--- src/rtl/therm_pkg.sv ---
package therm_pkg;
  typedef enum logic {
    ENC_OFS64 = 1'b0,
    ENC_TWOS  = 1'b1
  } enc_e;
endpackage

--- src/rtl/therm_chan.sv ---
module therm_chan
  import therm_pkg::*;
#(
  parameter int TW = 10,
  parameter int LW = 8
) (
  input  logic          clk,
  input  logic          rst_n,
  input  enc_e          enc,
  input  logic          valid,
  input  logic [TW-1:0] temp,
  input  logic [LW-1:0] limit,
  input  logic          en,
  output logic          hot_o,
  output logic          off_o,
  output logic          trip_o
);
  localparam int FW = TW - LW;
  localparam int CW = TW + 1;
  localparam logic signed [CW-1:0] OFS_T = CW'(1 << (TW - 2));

  // Reading in signed quarter degrees
  function automatic logic signed [CW-1:0] temp_q(input logic [TW-1:0] c, input enc_e e);
    if (e == ENC_TWOS) return signed'({c[TW-1], c});
    return signed'({1'b0, c}) - OFS_T;
  endfunction

  // Limit scaled to quarter degrees
  function automatic logic signed [CW-1:0] limit_q(input logic [LW-1:0] l, input enc_e e);
    if (e == ENC_TWOS) return signed'({l[LW-1], l, {FW{1'b0}}});
    return signed'({1'b0, l, {FW{1'b0}}}) - OFS_T;
  endfunction

  // Lowest code of each encoding turns the channel off
  function automatic logic limit_off(input logic [LW-1:0] l, input enc_e e);
    if (e == ENC_TWOS) return l == {1'b1, {(LW-1){1'b0}}};
    return l == '0;
  endfunction

  logic signed [CW-1:0] tq, lq;
  logic trip_q;

  always_comb begin
    tq    = temp_q(temp, enc);
    lq    = limit_q(limit, enc);
    hot_o = tq > lq;
    off_o = limit_off(limit, enc);
  end

  always_ff @(posedge clk or negedge rst_n) begin
    if (!rst_n)     trip_q <= 1'b0;
    else if (valid) trip_q <= en && !off_o && hot_o;
  end

  assign trip_o = trip_q;
endmodule

--- src/rtl/therm_merge.sv ---
module therm_merge #(
  parameter int NCH = 3
) (
  input  logic [NCH-1:0] trip,
  output logic           level_n
);
  assign level_n = ~|trip;
endmodule

--- src/rtl/therm_throttle.sv ---
module therm_throttle
  import therm_pkg::*;
#(
  parameter int NCH = 3,
  parameter int TW  = 10,
  parameter int LW  = 8
) (
  input  logic              clk,
  input  logic              rst_n,
  input  logic              mode_i,
  input  logic [NCH-1:0]    valid_i,
  input  logic [NCH*TW-1:0] temp_i,
  input  logic [NCH*LW-1:0] limit_i,
  input  logic [NCH-1:0]    en_i,
  output logic              therm_n_o
);
  logic [NCH-1:0] trip_w;
  logic [NCH-1:0] hot_w;
  logic [NCH-1:0] off_w;
  enc_e enc_w;

  assign enc_w = enc_e'(mode_i);

  for (genvar c = 0; c < NCH; c++) begin : g_ch
    therm_chan #(.TW(TW), .LW(LW)) u_ch (
      .clk    (clk),
      .rst_n  (rst_n),
      .enc    (enc_w),
      .valid  (valid_i[c]),
      .temp   (temp_i[c*TW +: TW]),
      .limit  (limit_i[c*LW +: LW]),
      .en     (en_i[c]),
      .hot_o  (hot_w[c]),
      .off_o  (off_w[c]),
      .trip_o (trip_w[c])
    );
  end

  therm_merge #(.NCH(NCH)) u_merge (
    .trip    (trip_w),
    .level_n (therm_n_o)
  );
endmodule

--- config.mk ---
export PLATFORM = sky130hd
export DESIGN_NAME = therm_throttle
export DESIGN_NICKNAME = d
export VERILOG_FILES = /design/src/rtl/therm_pkg.sv /design/src/rtl/therm_chan.sv /design/src/rtl/therm_merge.sv /design/src/rtl/therm_throttle.sv
export SDC_FILE = /design/constraint.sdc
export NUM_CORES = 1
export LEC_CHECK = 0
export BUFFER_PORTS_ARGS = -buffer_cell sky130_fd_sc_hd__clkbuf_2
export CORE_MARGIN = 3
export CORE_UTILIZATION = 30
export DETAILED_ROUTE_END_ITERATION = 7
export PLACE_DENSITY_LB_ADDON = 0.08
export SLEW_MARGIN = 20
export SYNTH_ARGS = -nofsm -noshare
export SYNTH_HDL_FRONTEND = slang
export SYNTH_SLANG_ARGS = --single-unit
--- constraint.sdc ---
create_clock -name clk -period 1.25 [get_ports clk]
set_clock_uncertainty 0.05 [all_clocks]
set_input_delay 0.1875 -clock clk [delete_from_list [all_inputs] [get_ports clk]]
set_output_delay 0.1875 -clock clk [all_outputs]
set_load 0.005 [all_outputs]
==> reports/qor.csv <==
metric;value;unit
outcome;complete, but fails checks;
violated checks;setup timing;
Sum Neg Setup Slack;-1.11;ns
pin count of the biggest net entering global routing;14;
post-DP HPWL;2940;um
crit share post-route;1.39;
setup repair after global routing missed its margin;yes;
hold path start;valid_i[0];
worst flop-to-flop path startpoint;g_ch[2].u_ch.trip_o$_DFFE_PN0P_;
via count;1463;
Final setup viols;3;
clock-pin slew on the worst setup and hold paths;0.03;ns
Mean Syn Cell Area;7.92;sq um
number of global-route vias before repair;1445;
Boundary Pins;64;
GPL Wtd Cong;0.731;
Final WS setup;-0.487;ns
Mapped Nets;258;
Yosys cell types;43;
Slew headroom;0.779;
Residual DRC;0;
max_cap viols;0;
Worst path max stage delay;0.28;ns
Gate power share;0.654;
VDD IR max;0.000466;V
# clock sinks;3;
Critical Path Sink Type;flip-flop;
sequential area share after synthesis;0.0585;
switching power;0.000400;W
leakage;1.19;nW
clk_lat worst skew;0.22;ns
WP data required;1.32;ns
cell mode on critical path;ha_4;
Max Freq;576;MHz
Placement Setup Slack;-0.792;ns
Die X;71.4;um
first-pass GRT wire length;5550;um
H-tree depth;1;
Via-to-Cell Ratio;4.62;
IO Port Bufs;63;
Row Count;23;
Final Max Slew Viols;0;
CP max-delay cell;mux2_4;
Worst Path Max Fanout;2;
fin nets;364;
remaining antenna violation count after routing;0;
pwr/cell area;524;mW/mm^2
Internal;0.000770;W
Sw Share;0.342;
Die Y;71.4;um
initial antenna violation count;0;
hold depth;2;
crit path launch type;input pin;
final wirelength;3250;um
Worst R2R Setup Slack;0.50;ns
sequential power share;0.105;
wire per inst;10.3;um
Hold EP;g_ch[0].u_ch.trip_o$_DFFE_PN0P_;
CTS Root Cell;clkbuf_8;
gr ovfl total;0;
final period demand of the worst path;1.74;ns
r2r worst-path depth;2;
starting density of the core;0.316;
Synth Instances;162;
final core area utilization;0.551;
core box area;0.00406;sq mm
Setup CP Type;input pin to flip-flop;
Clk pwr share;0.241;
antenna cells;0;
die area;0.00510;sq mm
Final Hold Fails;0;
1st-pass router iterations;4;
critical path cell sequence;buf_8, inv_4, ha_4, mux2_4, ha_4, nand3_4, nor3_4, o22ai_1, and4b_1, o32ai_2;
share of cells above drive strength 1;0.536;
Detailed Route Iter0 Violations;23;
Synth Warn #;0;
CTS buffer count;3;
max reg flops;3;
Worst Hold Class;input pin to flip-flop;
Max Root-Sink Buffers;2;
most common cell after layout, fill and taps aside;clkbuf_2;
synth-to-layout area growth;74.2;%
worst path arrival time;1.81;ns
most frequent cells in the layout;clkbuf_2, buf_4, inv_1;
Total Routing Usage GR;0.131;
Yosys reg bits;3;
Worst-Margin Slew;0.329;ns
worst r2r dst;g_ch[2].u_ch.trip_o$_DFFE_PN0P_;
Synth Cell Area;0.00128;sq mm
CTS tree;done;
[layout make-up]
| type | count | area, sq um |
|---|---|---|
| inverters | 38 | 158 |
| fillers | 393 | 1820 |
| clock buffers | 4 | 45.0 |
| flip-flops and latches | 3 | 75.1 |
| multi-input cells | 119 | 1230 |
| repair buffers | 103 | 661 |
| well taps | 50 | 62.6 |
[routing by layer]
metal  track usage  share of wire
met1         0.159           0.44
met2         0.229           0.46
met3        0.0519           0.10
met4       0.00626              0
met5             0              0
[power groups by stage]
| stage | Sequential [W] | Clock (W) | Combinational, W |
|---|---|---|---|
| global route | 0.000125 | 0.000307 | 0.000863 |
| CTS | 0.000123 | 0.000288 | 0.000710 |
| global placement | 0.000124 | 0 | 0.000655 |
| finish | 0.000123 | 0.000282 | 0.000766 |
| floorplan | 0.000122 | 0 | 0.000374 |
| detailed placement | 0.000124 | 0 | 0.000652 |
[how the worst max path moves through the flow]
stage	from	end	slack, ns	cells past startpoint
CTS	limit_i[6]	g_ch[0].u_ch.trip_o$_DFFE_PN0P_	-0.53	10
global route	limit_i[6]	g_ch[0].u_ch.trip_o$_DFFE_PN0P_	-0.58	10
detailed placement	limit_i[7]	g_ch[0].u_ch.trip_o$_DFFE_PN0P_	-0.79	10
global placement	limit_i[7]	g_ch[0].u_ch.trip_o$_DFFE_PN0P_	-0.77	10
finish	limit_i[6]	g_ch[0].u_ch.trip_o$_DFFE_PN0P_	-0.49	10
floorplan	limit_i[7]	g_ch[0].u_ch.trip_o$_DFFE_PN0P_	-0.60	9
[worst max-delay path, delay by kind of cell]
| family | cells | cell delay (ns) |
|---|---|---|
| simple gates | 3 | 0.42 |
| mux | 1 | 0.28 |
| buf+inv | 2 | 0.15 |
| fa+ha+maj | 2 | 0.47 |
| compound gates | 2 | 0.30 |
[repair_timing]
item / 4_1_cts / 5_1_grt
gates cloned: 0 / 0
endpoints found under the setup margin: 3 / 3
pin swaps: 17 / 12
endpoints found under the hold margin: 3 / 0
resized for setup: 17 / 26
hold buffers: 1 / 0
setup buffers: 4 / 1
[cell families after synthesis]
group | after synthesis | share of synthesized area
adders and majority gates | 33 | 0.322
AOI/OAI and AO/OA | 32 | 0.194
DFF | 3 | 0.0585
and+or+nand+nor | 42 | 0.204
muxes | 11 | 0.0916
xor gates and xnor gates | 1 | 0.00682
buffers and inverters | 40 | 0.124
[through the flow]
| step | total power (W) | std cells | area (sq um) | hold slack [ns] |
|---|---|---|---|---|
| 4_1_cts | 0.00112 | 316 | 2120 | 0.139 |
| 5_1_grt | 0.00130 | 317 | 2240 | 0.146 |
| 6_report | 0.00117 | 317 | 2240 | 0.142 |
| 3_3_place_gp | 0.000779 | 307 | 1950 | -0.0608 |
| 2_1_floorplan | 0.000495 | 162 | 1340 | -0.158 |
| 3_5_place_dp | 0.000776 | 307 | 1950 | -0.0590 |
[cell usage after synthesis (all sizes together)]
master | number | area (sq um)
a211oi | 1 | 12.5
dfrtp | 3 | 75.1
a22oi | 1 | 7.51
o221ai | 1 | 8.76
o311ai | 2 | 25.0
o21ai | 3 | 15.0
xnor2 | 1 | 8.76
nor4 | 5 | 31.3
nor3 | 3 | 20.0
o2111ai | 4 | 35.0
a2111oi | 1 | 15.0
mux2 | 6 | 67.6
a21o | 1 | 7.51
nand2b | 5 | 31.3
and3b | 1 | 8.76
a211o | 1 | 8.76
nand4 | 5 | 31.3
nand2 | 6 | 22.5
or4 | 1 | 7.51
a31oi | 1 | 6.26
nor2 | 5 | 18.8
ha | 33 | 413
o31ai | 1 | 7.51
nand3 | 2 | 10.0
inv | 38 | 143
and4b | 1 | 10.0
mux2i | 5 | 50.1
and2b | 2 | 15.0
nor2b | 6 | 55.1
a2bb2oi | 1 | 8.76
o32ai | 2 | 25.0
buf | 2 | 16.3
a21oi | 9 | 45.0
o211ai | 2 | 15.0
o22ai | 1 | 6.26
Power figures use the tool's default switching activity.
